--- config.mk ---
export PLATFORM = sky130hd
export DESIGN_NAME = edge_irq_unit
export DESIGN_NICKNAME = d
export VERILOG_FILES = /design/src/rtl/edge_irq_pkg.sv /design/src/rtl/edge_irq_regs.sv /design/src/rtl/edge_irq_detect.sv /design/src/rtl/edge_irq_flags.sv /design/src/rtl/edge_irq_unit.sv
export SDC_FILE = /design/constraint.sdc
export NUM_CORES = 1
export LEC_CHECK = 0
export ABC_AREA = 1
export ABC_CLOCK_PERIOD_IN_PS = 1300
export BUFFER_PORTS_ARGS = -buffer_cell sky130_fd_sc_hd__buf_2
export CAP_MARGIN = 20
export CORE_ASPECT_RATIO = 0.8
export CORE_MARGIN = 4
export CORE_UTILIZATION = 43
export CTS_BUF_LIST = sky130_fd_sc_hd__clkbuf_16
export CTS_CLUSTER_DIAMETER = 80
export DETAILED_ROUTE_END_ITERATION = 12
export GPL_TIMING_DRIVEN = 0
export PLACE_DENSITY = 0.68
export SLEW_MARGIN = 20
export SYNTH_ARGS = -nofsm -noshare
export SYNTH_HDL_FRONTEND = slang
export SYNTH_SLANG_ARGS = --single-unit
export TNS_END_PERCENT = 30
--- constraint.sdc ---
create_clock -name clk_i -period 1.3 [get_ports clk_i]
set_input_delay 0.195 -clock clk_i [delete_from_list [all_inputs] [get_ports clk_i]]
set_output_delay 0.195 -clock clk_i [all_outputs]
set_load 0.005 [all_outputs]
--- src/rtl/edge_irq_pkg.sv ---
package edge_irq_pkg;
  localparam int unsigned AW = 6;
  localparam logic [AW-1:0] ADDR_ID   = 6'h06;
  localparam logic [AW-1:0] ADDR_CLR  = 6'h07;
  localparam logic [AW-1:0] ADDR_STAT = 6'h14;
  localparam logic [AW-1:0] ADDR_CTRL = 6'h15;
  localparam logic [AW-1:0] ADDR_RISE = 6'h18;
  localparam logic [AW-1:0] ADDR_FALL = 6'h20;
  localparam logic [7:0]    ID_VALUE  = 8'h27;
  localparam int unsigned   CLR_EVT_BIT = 3;
  localparam int unsigned   CLR_OVF_BIT = 2;

  // packed order gives fall_en = bit 4 ... evt_en = bit 0
  typedef struct packed {
    logic fall_en;
    logic rise_en;
    logic master_en;
    logic ovf_en;
    logic evt_en;
  } ctrl_t;
endpackage

--- src/rtl/edge_irq_regs.sv ---
module edge_irq_regs
  import edge_irq_pkg::*;
#(
  parameter int unsigned N_CH = 24
) (
  input  logic            clk_i,
  input  logic            rst_ni,
  input  logic            we_i,
  input  logic [AW-1:0]   addr_i,
  input  logic [7:0]      wdata_i,
  output logic [N_CH-1:0] rise_mask_o,
  output logic [N_CH-1:0] fall_mask_o,
  output ctrl_t           ctrl_o,
  output logic            clr_evt_o,
  output logic            clr_ovf_o
);
  localparam int unsigned NB = N_CH / 8;

  for (genvar b = 0; b < NB; b++) begin : g_byte
    localparam logic [AW-1:0] RA = ADDR_RISE + AW'(b);
    localparam logic [AW-1:0] FA = ADDR_FALL + AW'(b);
    always_ff @(posedge clk_i or negedge rst_ni) begin
      if (!rst_ni) begin
        rise_mask_o[b*8 +: 8] <= '0;
        fall_mask_o[b*8 +: 8] <= '0;
      end else if (we_i) begin
        if (addr_i == RA) rise_mask_o[b*8 +: 8] <= wdata_i;
        if (addr_i == FA) fall_mask_o[b*8 +: 8] <= wdata_i;
      end
    end
  end

  always_ff @(posedge clk_i or negedge rst_ni) begin
    if (!rst_ni)                          ctrl_o <= '0;
    else if (we_i && addr_i == ADDR_CTRL) ctrl_o <= ctrl_t'(wdata_i[4:0]);
  end

  logic clr_wr;
  assign clr_wr    = we_i && (addr_i == ADDR_CLR);
  assign clr_evt_o = clr_wr && wdata_i[CLR_EVT_BIT];
  assign clr_ovf_o = clr_wr && wdata_i[CLR_OVF_BIT];
endmodule

--- src/rtl/edge_irq_detect.sv ---
module edge_irq_detect #(
  parameter int unsigned N_CH = 24
) (
  input  logic            clk_i,
  input  logic            rst_ni,
  input  logic [N_CH-1:0] din_i,
  input  logic [N_CH-1:0] rise_mask_i,
  input  logic [N_CH-1:0] fall_mask_i,
  input  logic            rise_en_i,
  input  logic            fall_en_i,
  output logic            hit_o
);
  logic [N_CH-1:0] prev_q;
  logic [N_CH-1:0] rise_vec, fall_vec;

  always_ff @(posedge clk_i or negedge rst_ni) begin
    if (!rst_ni) prev_q <= '0;
    else         prev_q <= din_i;
  end

  assign rise_vec = din_i & ~prev_q & rise_mask_i;
  assign fall_vec = ~din_i & prev_q & fall_mask_i;
  assign hit_o    = (rise_en_i && (|rise_vec)) || (fall_en_i && (|fall_vec));

  // a hit needs an input that actually moved since the last cycle
  assert_hit_needs_change_R4: assert property (@(posedge clk_i) disable iff (!rst_ni)
    hit_o |-> (din_i != prev_q));
endmodule

--- src/rtl/edge_irq_flags.sv ---
module edge_irq_flags
  import edge_irq_pkg::*;
(
  input  logic  clk_i,
  input  logic  rst_ni,
  input  logic  hit_i,
  input  logic  clr_evt_i,
  input  logic  clr_ovf_i,
  input  ctrl_t ctrl_i,
  output logic  evt_o,
  output logic  ovf_o,
  output logic  irq_o
);
  logic lost;
  // a hit coinciding with its own acknowledge is not lost
  assign lost = hit_i && evt_o && !clr_evt_i;

  always_ff @(posedge clk_i or negedge rst_ni) begin
    if (!rst_ni) begin
      evt_o <= 1'b0;
      ovf_o <= 1'b0;
    end else begin
      if (hit_i)          evt_o <= 1'b1;
      else if (clr_evt_i) evt_o <= 1'b0;
      if (lost)           ovf_o <= 1'b1;
      else if (clr_ovf_i) ovf_o <= 1'b0;
    end
  end

  assign irq_o = ctrl_i.master_en &&
                 ((evt_o && ctrl_i.evt_en) || (ovf_o && ctrl_i.ovf_en));

  assert_evt_set_R4: assert property (@(posedge clk_i) disable iff (!rst_ni)
    hit_i |=> evt_o);
  assert_evt_source_R4: assert property (@(posedge clk_i) disable iff (!rst_ni)
    $rose(evt_o) |-> $past(hit_i));
  assert_ovf_set_R6: assert property (@(posedge clk_i) disable iff (!rst_ni)
    (hit_i && evt_o && !clr_evt_i) |=> ovf_o);
  assert_ovf_hold_R6: assert property (@(posedge clk_i) disable iff (!rst_ni)
    (ovf_o && !clr_ovf_i) |=> ovf_o);
  assert_evt_clear_R7: assert property (@(posedge clk_i) disable iff (!rst_ni)
    (clr_evt_i && !hit_i) |=> !evt_o);
  assert_no_ovf_on_ack_R9: assert property (@(posedge clk_i) disable iff (!rst_ni)
    (clr_evt_i && !ovf_o && !clr_ovf_i) |=> !ovf_o);
  assert_irq_master_R8: assert property (@(posedge clk_i) disable iff (!rst_ni)
    irq_o |-> ctrl_i.master_en);
endmodule

--- src/rtl/edge_irq_unit.sv ---
module edge_irq_unit
  import edge_irq_pkg::*;
#(
  parameter int unsigned N_CH = 24
) (
  input  logic            clk_i,
  input  logic            rst_ni,
  input  logic [N_CH-1:0] din_i,
  input  logic            we_i,
  input  logic [AW-1:0]   addr_i,
  input  logic [7:0]      wdata_i,
  output logic [7:0]      rdata_o,
  output logic            irq_o
);
  localparam int unsigned NB = N_CH / 8;

  logic [N_CH-1:0] rise_mask, fall_mask;
  ctrl_t           ctrl;
  logic            clr_evt, clr_ovf, hit, evt, ovf;

  edge_irq_regs #(.N_CH(N_CH)) i_regs (
    .clk_i, .rst_ni, .we_i, .addr_i, .wdata_i,
    .rise_mask_o(rise_mask), .fall_mask_o(fall_mask), .ctrl_o(ctrl),
    .clr_evt_o(clr_evt), .clr_ovf_o(clr_ovf)
  );

  edge_irq_detect #(.N_CH(N_CH)) i_detect (
    .clk_i, .rst_ni, .din_i,
    .rise_mask_i(rise_mask), .fall_mask_i(fall_mask),
    .rise_en_i(ctrl.rise_en), .fall_en_i(ctrl.fall_en), .hit_o(hit)
  );

  edge_irq_flags i_flags (
    .clk_i, .rst_ni, .hit_i(hit), .clr_evt_i(clr_evt), .clr_ovf_i(clr_ovf),
    .ctrl_i(ctrl), .evt_o(evt), .ovf_o(ovf), .irq_o
  );

  always_comb begin
    rdata_o = '0;
    unique case (addr_i)
      ADDR_ID:   rdata_o = ID_VALUE;
      ADDR_STAT: rdata_o = {5'b0, irq_o, ovf, evt};
      ADDR_CTRL: rdata_o = {3'b0, ctrl};
      default:   rdata_o = '0;
    endcase
    for (int b = 0; b < NB; b++) begin
      if (addr_i == ADDR_RISE + AW'(b)) rdata_o = rise_mask[b*8 +: 8];
      if (addr_i == ADDR_FALL + AW'(b)) rdata_o = fall_mask[b*8 +: 8];
    end
  end

  // the status summary bit and the interrupt line never disagree
  assert_stat_mirrors_irq_R8: assert property (@(posedge clk_i) disable iff (!rst_ni)
    (addr_i == ADDR_STAT) |-> (rdata_o[2] == irq_o));
endmodule

# Yosys cells after proc, flatten, opt, wreduce, memory -nomap -nowiden
# Index checks and enable logic that the tools add are counted.
[totals]
ff_bits = 79
word_cells = 65
in_bits = 41
[op_classes]
n_eq_ne = 10
n_reduce_logical = 24
n_mux = 11
bitwise_logic = 6
[ops]
columns = ["operator", "n"]
rows = [
  ["AND 24 bit", 4],
  ["2-to-1 mux 8 bit", 6],
  ["inverter 24 bit", 2],
  ["OR reduction 24 bit", 2],
  ["== test 6 x 5 -> 1 bit, second input constant", 5],
  ["== test 6 bit, second input constant", 3],
  ["case mux 6 bit (3 select lines)", 1],
  ["== test 6 x 3 -> 1 bit, second input constant", 2],
  ["AND reduction 2 bit", 6],
  ["logical AND 1 bit", 11],
  ["2-to-1 mux 1 bit", 4],
  ["nonzero test 2 bit", 2],
  ["logical OR 1 bit", 2],
  ["logical NOT 1 bit", 1],
]

# Depth between registers and ports, before layout
# Gate-level depths: netlist of run 1.
[logic_depth]
ltp_word = 10
depth_mapped = 11

# Modules after synthesis
# A second synthesis of run 1 with hierarchy kept.
[hier_totals]
cells_unflattened = 529
area_unflattened_um2 = 3992.6
[by_module_without_submodules]
columns = ["mod", "n_inst", "area_per_inst_um2", "cells_each", "seq_area_each_um2"]
rows = [
  ["edge_irq_regs", 1, 2200.9, 253, 1326.3],
  ["edge_irq_detect", 1, 1159.9, 148, 600.6],
  ["edge_irq_unit", 1, 533.0, 116, 0.0],
  ["edge_irq_flags", 1, 98.8, 12, 50.0],
]

# Worst setup path before layout of run 1
# Ideal clock, no wire load.
[synth_path]
path_kind = "input port to output port"
start = "input addr_i[5]"
end = "output rdata_o[0]"
stages = 10
n_path_buf = 1
required_time_ns = 1.105
arrival_ns = 0.996
path_slack_ns = 0.109
path_cell_list = "inv_2 -> nand2_2 -> inv_2 -> nand2_4 -> nor2_2 -> buf_4 -> a21oi_1 -> nand4_1 -> nand2_1 -> nand2_1"
[synth_via]
elab_chain_len = 8
elab_cells_between_ends = 16
cone_classes = "9 x eq/ne; 7 x mux"
[synth_rtl]
columns = ["element", "line", "text"]
rows = [
  ["start, declared", "edge_irq_unit.sv:10", "input logic [AW-1:0] addr_i,"],
  ["== test 6 x 5 -> 1 bit / == test 6 x 3 -> 1 bit (equally long branches)", "edge_irq_unit.sv:40", "unique case (addr_i)"],
  ["case mux 6 bit (3 select lines)", "edge_irq_unit.sv:40", ""],
  ["2-to-1 mux 8 bit", "edge_irq_unit.sv:47", "if (addr_i == ADDR_RISE + AW'(b)) rdata_o = rise_mask[b*8 +: 8];"],
  ["2-to-1 mux 8 bit", "edge_irq_unit.sv:48", "if (addr_i == ADDR_FALL + AW'(b)) rdata_o = fall_mask[b*8 +: 8];"],
  ["2-to-1 mux 8 bit", "edge_irq_unit.sv:47", ""],
  ["2-to-1 mux 8 bit", "edge_irq_unit.sv:48", ""],
  ["2-to-1 mux 8 bit", "edge_irq_unit.sv:47", ""],
  ["2-to-1 mux 8 bit (*)", "edge_irq_unit.sv:48", ""],
  ["end, declared", "edge_irq_unit.sv:12", "output logic [7:0] rdata_o,"],
]
# Mark *: on every way between the ends. The rest lies on a longest branch, timed or not.

# Worst setup path in the final report of run 1
[layout_path]
start = "register i_regs.ctrl_o[2] in the netlist's numbering"
end = "output rdata_o[2]"
[layout_via]
elab_chain_len = 8
[layout_rtl]
columns = ["element", "line", "text"]
rows = [
  ["start, declared", "edge_irq_regs.sv:13", "output ctrl_t ctrl_o,"],
  ["start signal, assigned", "edge_irq_regs.sv:35", "else if (we_i && addr_i == ADDR_CTRL) ctrl_o <= ctrl_t'(wdata_i[4:0]);"],
  ["logical AND 1 bit", "edge_irq_flags.sv:30", "assign irq_o = ctrl_i.master_en &&"],
  ["case mux 6 bit (3 select lines) (*)", "edge_irq_unit.sv:40", ""],
  ["2-to-1 mux 8 bit (*)", "edge_irq_unit.sv:47", ""],
  ["2-to-1 mux 8 bit (*)", "edge_irq_unit.sv:48", ""],
  ["2-to-1 mux 8 bit (*)", "edge_irq_unit.sv:47", ""],
  ["2-to-1 mux 8 bit (*)", "edge_irq_unit.sv:48", ""],
  ["2-to-1 mux 8 bit (*)", "edge_irq_unit.sv:47", ""],
  ["2-to-1 mux 8 bit (*)", "edge_irq_unit.sv:48", ""],
]
# Marks and branches as above.

==> results of run 1 <==
-- what timing repair did --
action,CTS,global route
gates resized for setup,6,11
pin swaps,7,5
setup buffers,1,0
hold buffers,25,0
endpoints found under the setup margin,10,11
hold endpoints to repair,60,0
-- path summary, 6_finish.rpt --
check                           slack (ns)                                from                                 end
worst max register to register       -0.07  i_regs.fall_mask_o[15]$_DFFE_PN0P_           i_flags.ovf_o$_DFFE_PN0P_
worst min-delay path                  0.12                          wdata_i[2]           i_flags.ovf_o$_DFFE_PN0P_
max in group asynchronous             0.34                              rst_ni       i_detect.prev_q[23]$_DFF_PN0_
worst min register to register        0.51  i_regs.rise_mask_o[16]$_DFFE_PN0P_  i_regs.rise_mask_o[16]$_DFFE_PN0P_
min in group asynchronous             0.36                              rst_ni        i_detect.prev_q[9]$_DFF_PN0_
worst max-delay path                 -0.41        i_regs.ctrl_o[2]$_DFFE_PN0P_                          rdata_o[2]
-- through the flow --
step                      hold WS [ns]  util (%)  total power [mW]
after floorplan                 -0.101         -              3.41
after CTS                        0.118      56.5              6.39
final                            0.122      56.9              6.38
after global routing             0.143      56.9              6.67
after detailed placement         0.193      49.9              3.78
after global placement           0.318      49.6              3.74
-- kinds of logic (layout without fill, tap and decap cells) --
group / count (synthesis) / in the layout / share of synthesized area, %
and+or+nand+nor: 285 / 285 / 33.7
AOI/OAI and AO/OA: 62 / 62 / 10.2
DFF: 79 / 79 / 50.1
buffers and inverters: 48 / 139 / 5.97
-- where the power goes --
| part | total (mW) | leakage (nW) | internal (mW) | switching (mW) |
|---|---|---|---|---|
| clock network | 2.54 | 0.140 | 1.49 | 1.05 |
| registers | 2.97 | 1.00 | 2.73 | 0.243 |
| logic | 0.865 | 1.37 | 0.359 | 0.506 |
| total | 6.38 | 2.51 | 4.58 | 1.80 |
-- worst min-delay path, delay by kind of cell --
family                 cells  cell delay (ns)
and+or+nand+nor            3             0.15
buffers and inverters      1             0.09
-- metal layers --
metal | global-route usage [%] | part of all wire, % | vias to the layer above
li1 | - | - | 1701
met1 | 31.4 | 48 | 1616
met2 | 30.7 | 44 | 102
met3 | 5.95 | 7.3 | 14
met4 | 5.96 | 1.2 | 0
met5 | 0 | 0 | -
-- Yosys cell counts --
| master | count |
|---|---|
| nand3b_1 | 9 |
| nand3_1 | 30 |
| buf_4 | 2 |
| nand2_1 | 157 |
| o21ai_2 | 24 |
| buf_6 | 6 |
| nor2_8 | 4 |
| nor2_4 | 2 |
| inv_1 | 33 |
| inv_4 | 1 |
| nand4_1 | 11 |
| nor2_2 | 6 |
| nand2_2 | 4 |
| o21ai_1 | 31 |
| nor3_1 | 1 |
| a21oi_1 | 6 |
| nand2_4 | 7 |
| a21boi_0 | 1 |
| dfrtp_1 | 79 |
| inv_2 | 6 |
| nor2_1 | 54 |
-- placed cells by master (no fill, tap or decap), types with 2 or more instances in the layout --
master | Yosys | layout
o21ai_1 | 31 | 31
clkbuf_16 | 0 | 9
nor2_2 | 6 | 10
dlygate4sd3_1 | 0 | 25
inv_2 | 6 | 6
nor2_8 | 4 | 4
buf_6 | 6 | 7
inv_1 | 33 | 33
nor2_4 | 2 | 3
nand3b_1 | 9 | 9
nand3_2 | 0 | 4
dfrtp_1 | 79 | 78
nand2_2 | 4 | 5
o21ai_2 | 24 | 24
nand2_4 | 7 | 7
clkinvlp_4 | 0 | 2
nand2_1 | 157 | 156
nor2_1 | 54 | 49
inv_6 | 0 | 2
nand4_1 | 11 | 11
a21oi_2 | 0 | 2
a21oi_1 | 6 | 4
nand3_1 | 30 | 26
buf_4 | 2 | 3
buf_2 | 0 | 47
-- cell type report --
cell class                      count  area, sq um
Tap cell                          112          140
Inverter                           40          153
Clock buffer                        9          225
Clock inverter                      7         71.3
Multi-Input combinational cell    347         1780
Fill cell                         823         3750
Sequential cell                    79         1980
Timing Repair Buffer               75          520
Buffer                              8         86.3
-- sequential cells by signal, indices dropped and copies added (netlist names) --
signal              flops
i_regs.fall_mask_o     24
i_regs.rise_mask_o     24
i_detect.prev_q        24
i_flags.evt_o           1
i_flags.ovf_o           1
i_regs.ctrl_o           5
==> flow_summary.yaml, run 1 <==
critical_path:
  critical_path.top_delay_family: "simple AND/OR/NAND/NOR gates"
  startpoint_type: "register"
  critPathBufInv: 1
  crit_slowest_cell: "dfrtp_1"
  path_cells: "a21boi_2 > nand2_1 > nand3_2 > nor2_2 > nand3_1 > nand2_1 > nand3_2 > buf_2"
  path_max_fanout: 3
  crit_arrival_ns: 1.51
  cp-end-kind: "output port"
  worstSetupPathType: "register to output port"
  reg2reg_depth: 10
  cp_data_required_time_ns: 1.11
  cp_slowest_stage_delay_ns: 0.39
  crit_cells: 8
sta:
  rsz0062_at_grt: "true"
  layout_setup_ws_ns: -0.408
  finalHoldViolations: 0
  setup_violations: 9
  period_minus_slack_ns: 1.71
  max_freq_mhz: 585
  drv_slew: 0
  fin_setup_tns_ns: -2.13
  relSlewSlack_pct: 66.9
  fin_crit_sh_pct: 131
  skew_ns: 0.00398
  worst_pin_slew_ns: 0.496
floorplanning:
  start_util_pct: 45.3
  num_io_pins: 50
  core_area_sq_um: 8710
  die_w_microns: 115
  dieArea_sq_um: 10800
  dieHeight_microns: 93.6
  fp-row-count: 30
routing:
  drt_iter0_drc: 304
  ant_nets: 0
  num_vias: 3433
  drc: 0
  finalWirelength_microns: 10700
  drt_pass1_iterations: 5
  routedWlPerCell_microns: 15.8
  viasPerCell: 5.07
hold_path:
  whs_path_depth: 4
  worstHoldPathType: "primary input to register"
place:
  dpl_cell_area_sq_um: 4350
  io_buffers: 48
  dp_hpwl_microns: 7730
  preCtsSetupSlack_ns: -0.366
  gp_congestion: 0.869
  numPlacedInstances: 635
global_routing:
  antenna_found_initial: 0
  grt_pass1_vias: 3369
  grt_usage_pct: 21.4
  grt_max_degree: 44
  grt_pass1_wl_microns: 17500
  grt_overflow: 0
logic_synthesis:
  ys_types: 21
  synth_area_leaders: "dfrtp_1 50%, nand2_1 15%, o21ai_2 5.3%, nor2_1 5.1%, o21ai_1 3.9%"
  yosysTopAreaCell: "dfrtp_1"
  synth_warnings: 0
  synth_area_per_cell_sq_um: 8.32
  syn-cell-area_sq_um: 3940
  syn_inst: 474
  synth-seq-area-share_pct: 50.1
  yosysTopAreaCellShare_pct: 50.1
  ys_ff_latch: 79
  syn_nets: 515
clock_tree:
  clk_pin_slew_ns: 0.06
  root_buffer: "clkbuf_16"
  clockBufferDepth: 2
  cts_tree: "done"
  cts_buffers: 9
  cts.htree.levels: 3
  cts_sinks: 79
  insertion_delay_ns: 0.35
layout:
  syn2layout_area_growth_pct: 25.7
  insertedDiodeCount: 0
  final_area_sq_um: 4960
  fin_cells: 677
  nets: 601
  drive_gt1_share_pct: 25.0
run_status:
  status: "finished, violations left"
  violations: "negative setup slack"
power_and_ir_drop:
  ir_worst_vdd_mv: 1.11
  powerDensity_nw_per_um2: 1290
  p_leak_nw: 2.51
flow_run:
  cap_violations: 0
No activity file was read; power rests on OpenSTA's default activity.
==> run 2, diff against run 1 <==
Settings changed: CTS_BUF_LIST sky130_fd_sc_hd__clkbuf_16 to unset.
==> flow_summary.yaml, run 2 (synthesis gave the netlist of run 1 again) <==
power_and_ir_drop:
  ir_worst_vdd_mv: 1.11
  power_frac_seq_pct: 46.1
  p_leak_nw: 2.52
  p_sw_mw: 1.81
  p_total_mw: 6.44
  clockPowerShare_pct: 40.4
  switching_share_pct: 28.0
  p_comb_share_pct: 13.5
  internal_power_mw: 4.64
  powerDensity_nw_per_um2: 1300
sta:
  setup_violations: 9
  layout_setup_ws_ns: -0.407
  finalHoldViolations: 0
  worst_pin_slew_ns: 0.505
  skew_ns: 0.00397
  period_minus_slack_ns: 1.71
  drv_slew: 0
  max_freq_mhz: 586
  rsz0062_at_grt: "true"
  fin_crit_sh_pct: 131
  fin_setup_tns_ns: -2.16
  whs_ns: 0.122
  relSlewSlack_pct: 66.3
global_routing:
  grt_usage_pct: 21.3
  antenna_found_initial: 0
  grt_pass1_wl_microns: 17400
  grt_pass1_vias: 3353
  grt_max_degree: 44
  grt_overflow: 0
critical_path:
  crit_arrival_ns: 1.51
  cp_slowest_stage_delay_ns: 0.39
  r2r_start: "i_regs.fall_mask_o[15]$_DFFE_PN0P_"
  reg2reg_depth: 10
  path_max_fanout: 3
  r2r_end: "i_flags.ovf_o$_DFFE_PN0P_"
  worstSetupPathType: "register to output port"
  cp_data_required_time_ns: 1.11
  path_cells: "a21boi_2 > nand2_1 > nand3_2 > nor2_2 > nand3_1 > nand2_1 > nand3_2 > buf_2"
  ff2ff_setup_slack_ns: -0.09
  crit_slowest_cell: "dfrtp_1"
  startpoint_type: "register"
  cp-end-kind: "output port"
place:
  dp_hpwl_microns: 7730
  io_buffers: 48
  preCtsSetupSlack_ns: -0.366
  gp_congestion: 0.869
  numPlacedInstances: 635
floorplanning:
  core_area_sq_um: 8710
  num_io_pins: 50
  die_w_microns: 115
  dieHeight_microns: 93.6
  fp-row-count: 30
  start_util_pct: 45.3
  dieArea_sq_um: 10800
clock_tree:
  cts_tree: "done"
  root_buffer: "clkbuf_16"
  clk_pin_slew_ns: 0.06
  cts_buffers: 9
  cts.htree.levels: 3
  insertion_delay_ns: 0.35
  cts_sinks: 79
  clockBufferDepth: 2
run_status:
  status: "finished, violations left"
  violations: "negative setup slack"
routing:
  num_vias: 3443
  viasPerCell: 5.09
  drc: 0
  routedWlPerCell_microns: 15.9
  drt_pass1_iterations: 5
  drt_iter0_drc: 376
  finalWirelength_microns: 10800
  ant_nets: 0
layout:
  top_regs: "i_detect.prev_q: 24 flops, i_regs.fall_mask_o: 24 flops, i_regs.rise_mask_o: 24 flops"
  drive_gt1_share_pct: 25.1
  fin_cells: 677
  insertedDiodeCount: 0
  syn2layout_area_growth_pct: 26.0
  final_common_cell: "nand2_1"
  nFillCells: 819
  layout_common_cells: "156 x nand2_1, 78 x dfrtp_1, 49 x nor2_1"
  nets: 601
hold_path:
  whs_path_depth: 4
  hold_path_end: "i_flags.ovf_o$_DFFE_PN0P_"
  worstHoldPathType: "primary input to register"
  hp-start: "wdata_i[2]"
flow_run:
  cap_violations: 0
-- run 2: repair_timing --
item / in CTS / in global routing
setup endpoints to repair: 10 / 11
endpoints found under the hold margin: 60 / 0
buffers inserted: 1 / 0
pin swaps: 7 / 5
hold buffers: 25 / 0
resized for setup: 6 / 11
-- run 2: how the worst max path moves through the flow --
stage	start	to	slack (ns)
global route	i_regs.ctrl_o[2]$_DFFE_PN0P_	rdata_o[2]	-0.51
detailed placement	addr_i[0]	rdata_o[0]	-0.37
CTS	i_regs.ctrl_o[2]$_DFFE_PN0P_	rdata_o[2]	-0.44
global placement	rst_ni	i_detect.prev_q[7]$_DFF_PN0_	-0.56
floorplan	addr_i[5]	rdata_o[0]	0.11
finish	i_regs.ctrl_o[2]$_DFFE_PN0P_	rdata_o[2]	-0.41
-- run 2: metrics by stage --
stage	util [%]	cell area, sq um
after floorplan	-	3940
after global placement	49.6	4320
after detailed placement	49.9	4350
after CTS	56.7	4930
after global routing	57.0	4970
final	57.0	4970
-- run 2: cell type report --
cell class / count / area [sq um] / area share [%]
multi-input cells: 347 / 1780 / 35.9
flip-flops and latches: 79 / 1980 / 39.8
clock inverters: 6 / 67.6 / 1.36
well taps: 112 / 140 / 2.82
repair buffers: 75 / 520 / 10.5
plain buffers: 8 / 86.3 / 1.74
clock buffers: 10 / 239 / 4.81
inverters: 40 / 153 / 3.07
-- run 2: per-layer routing --
metal	wire length [microns]	track usage, %	vias up
met5	0	0	-
met4	127	5.96	0
met3	711	5.95	15
met2	4680	30.5	93
met1	5270	31.4	1632
li1	-	-	1703
-- run 2: worst max-delay path: cells and delay by family, from the launching register on --
family / cells / cell delay [ns]
AOI/OAI and AO/OA: 1 / 0.16
buffers and inverters: 1 / 0.13
DFF: 1 / 0.39
and+or+nand+nor: 6 / 0.49
-- run 2: power by group through the flow --
stage	clock [mW]	sequential [mW]	combinational, mW
after floorplan	0	2.92	0.496
after global placement	0	3.00	0.744
after detailed placement	0	3.00	0.778
after CTS	2.64	2.96	0.851
after global routing	2.75	3.00	0.976
final	2.60	2.97	0.868
==> run 3, diff against run 2 <==
Settings changed: CORE_ASPECT_RATIO 0.8 to unset.
==> flow_summary.yaml, run 3 (synthesis gave the netlist of run 1 again) <==
layout:
  multi_input_area_sq_um: 1780
  top_regs: "i_detect.prev_q: 24 flops, i_regs.fall_mask_o: 24 flops, i_regs.rise_mask_o: 24 flops"
  seqCellArea_sq_um: 1980
  nets: 600
  insertedDiodeCount: 0
  drive_gt1_share_pct: 25.0
  final_common_cell: "nand2_1"
  nFillCells: 858
  layout_common_cells: "154 x nand2_1, 79 x dfrtp_1, 50 x nor2_1"
  fin_cells: 671
  final_area_sq_um: 4850
  syn2layout_area_growth_pct: 23.0
global_routing:
  grt_max_degree: 52
  grt_pass1_wl_microns: 16700
  grt_usage_pct: 19.1
  grt_pass1_vias: 3409
  grt_overflow: 0
  antenna_found_initial: 0
sta:
  fin_setup_tns_ns: -2.09
  finalHoldViolations: 0
  fin_crit_sh_pct: 130
  drv_slew: 0
  period_minus_slack_ns: 1.69
  max_freq_mhz: 590
  setup_violations: 8
  worst_pin_slew_ns: 0.412
  layout_setup_ws_ns: -0.395
  rsz0062_at_grt: "true"
  relSlewSlack_pct: 72.6
  skew_ns: 0.00335
clock_tree:
  clockBufferDepth: 2
  cts_tree: "done"
  insertion_delay_ns: 0.34
  cts_buffers: 9
  cts_sinks: 79
  root_buffer: "clkbuf_8"
  clk_pin_slew_ns: 0.07
  cts.htree.levels: 3
power_and_ir_drop:
  ir_worst_vdd_mv: 0.658
  p_total_mw: 5.59
  p_leak_nw: 2.48
  powerDensity_nw_per_um2: 1150
critical_path:
  worstSetupPathType: "register to output port"
  critical_path.top_delay_family: "simple AND/OR/NAND/NOR gates"
  r2r_end: "i_flags.ovf_o$_DFFE_PN0P_"
  cp-end-kind: "output port"
  cp_data_required_time_ns: 1.11
  crit_arrival_ns: 1.50
  startpoint_type: "register"
  crit_cells: 8
  path_max_fanout: 3
  ff2ff_setup_slack_ns: 0
  crit_slowest_cell: "dfrtp_1"
  cp_slowest_stage_delay_ns: 0.40
  path_cells: "a21boi_2 > nand2_1 > nand3_1 > nor2_1 > nand3_1 > nand2_1 > nand3_2 > buf_2"
  critPathBufInv: 1
  reg2reg_depth: 10
  r2r_start: "i_regs.fall_mask_o[3]$_DFFE_PN0P_"
floorplanning:
  num_io_pins: 50
  start_util_pct: 44.8
  dieHeight_microns: 104
  fp-row-count: 34
  core_area_sq_um: 8810
  dieArea_sq_um: 10800
  die_w_microns: 104
routing:
  num_vias: 3415
  drc: 0
  drt_iter0_drc: 166
  viasPerCell: 5.09
  routedWlPerCell_microns: 14.8
  drt_pass1_iterations: 4
  ant_nets: 0
  finalWirelength_microns: 9960
hold_path:
  hold_path_end: "i_detect.prev_q[17]$_DFF_PN0_"
  whs_path_depth: 1
  hp-start: "din_i[17]"
  worstHoldPathType: "primary input to register"
place:
  gp_congestion: 0.866
  dp_hpwl_microns: 7540
  io_buffers: 48
  dpl_cell_area_sq_um: 4350
  numPlacedInstances: 631
run_status:
  status: "finished, violations left"
  violations: "negative setup slack"
flow_run:
  cap_violations: 0
[run 3: cell types whose count changed in the layout (fill, tap and decap cells not counted), sizes merged]
cell         before  now
clkinvlp          2    0
buf              58   60
inv              42   40
clkinv            1    3
clkbuf           10   11
dlygate4sd3      25   22
[run 3: cell type report]
type	instances	area share (%)
timing repair buffer	74	10.8
multi-input combinational	347	36.6
clock buffer	11	3.12
sequential	79	40.8
inverter	40	3.15
tap	108	2.79
clock inverter	4	0.929
buffer	8	1.78
[run 3: through the flow]
stage | setup slack (ns) | utilization [%] | hold WS [ns]
after global placement | -0.571 | 49.0 | 0.317
after detailed placement | -0.363 | 49.4 | 0.158
after CTS | -0.397 | 54.2 | 0.00281
after global routing | -0.505 | 55.1 | 0.00415
after floorplan | 0.109 | - | -0.101
final | -0.395 | 55.1 | 0.0123
[run 3: what timing repair did]
action                                  in CTS  in global routing
resized for setup                            7                  8
buffers inserted                             0                  3
hold buffers                                21                  1
gates cloned                                 0                  0
pin swaps                                    2                  3
endpoints found under the hold margin       48                  1
endpoints found under the setup margin      10                 11
[run 3: worst max-delay path by stage]
stage,startpoint,endpoint,slack [ns]
3_5_place_dp,addr_i[0],rdata_o[1],-0.36
2_1_floorplan,addr_i[5],rdata_o[0],0.11
4_1_cts,i_regs.ctrl_o[0]$_DFFE_PN0P_,rdata_o[2],-0.40
6_report,i_regs.ctrl_o[2]$_DFFE_PN0P_,rdata_o[2],-0.39
3_3_place_gp,rst_ni,i_regs.fall_mask_o[6]$_DFFE_PN0P_,-0.57
5_1_grt,i_regs.ctrl_o[2]$_DFFE_PN0P_,rdata_o[2],-0.51
[run 3: report_power, final]
group / switching (mW) / leakage [nW] / internal [mW]
clock: 0.845 / 0.105 / 0.972
combinational: 0.481 / 1.36 / 0.352
sequential: 0.220 / 1.01 / 2.72
total: 1.55 / 2.48 / 4.05
[run 3: routing by layer]
metal	vias up	track usage, %	wire, microns	share of wire [%]
li1	1689	-	-	-
met1	1636	26.6	4640	47
met2	83	30.9	4700	47
met3	7	3.17	513	5.2
met4	0	5.79	95	0.95
met5	-	0	0	0
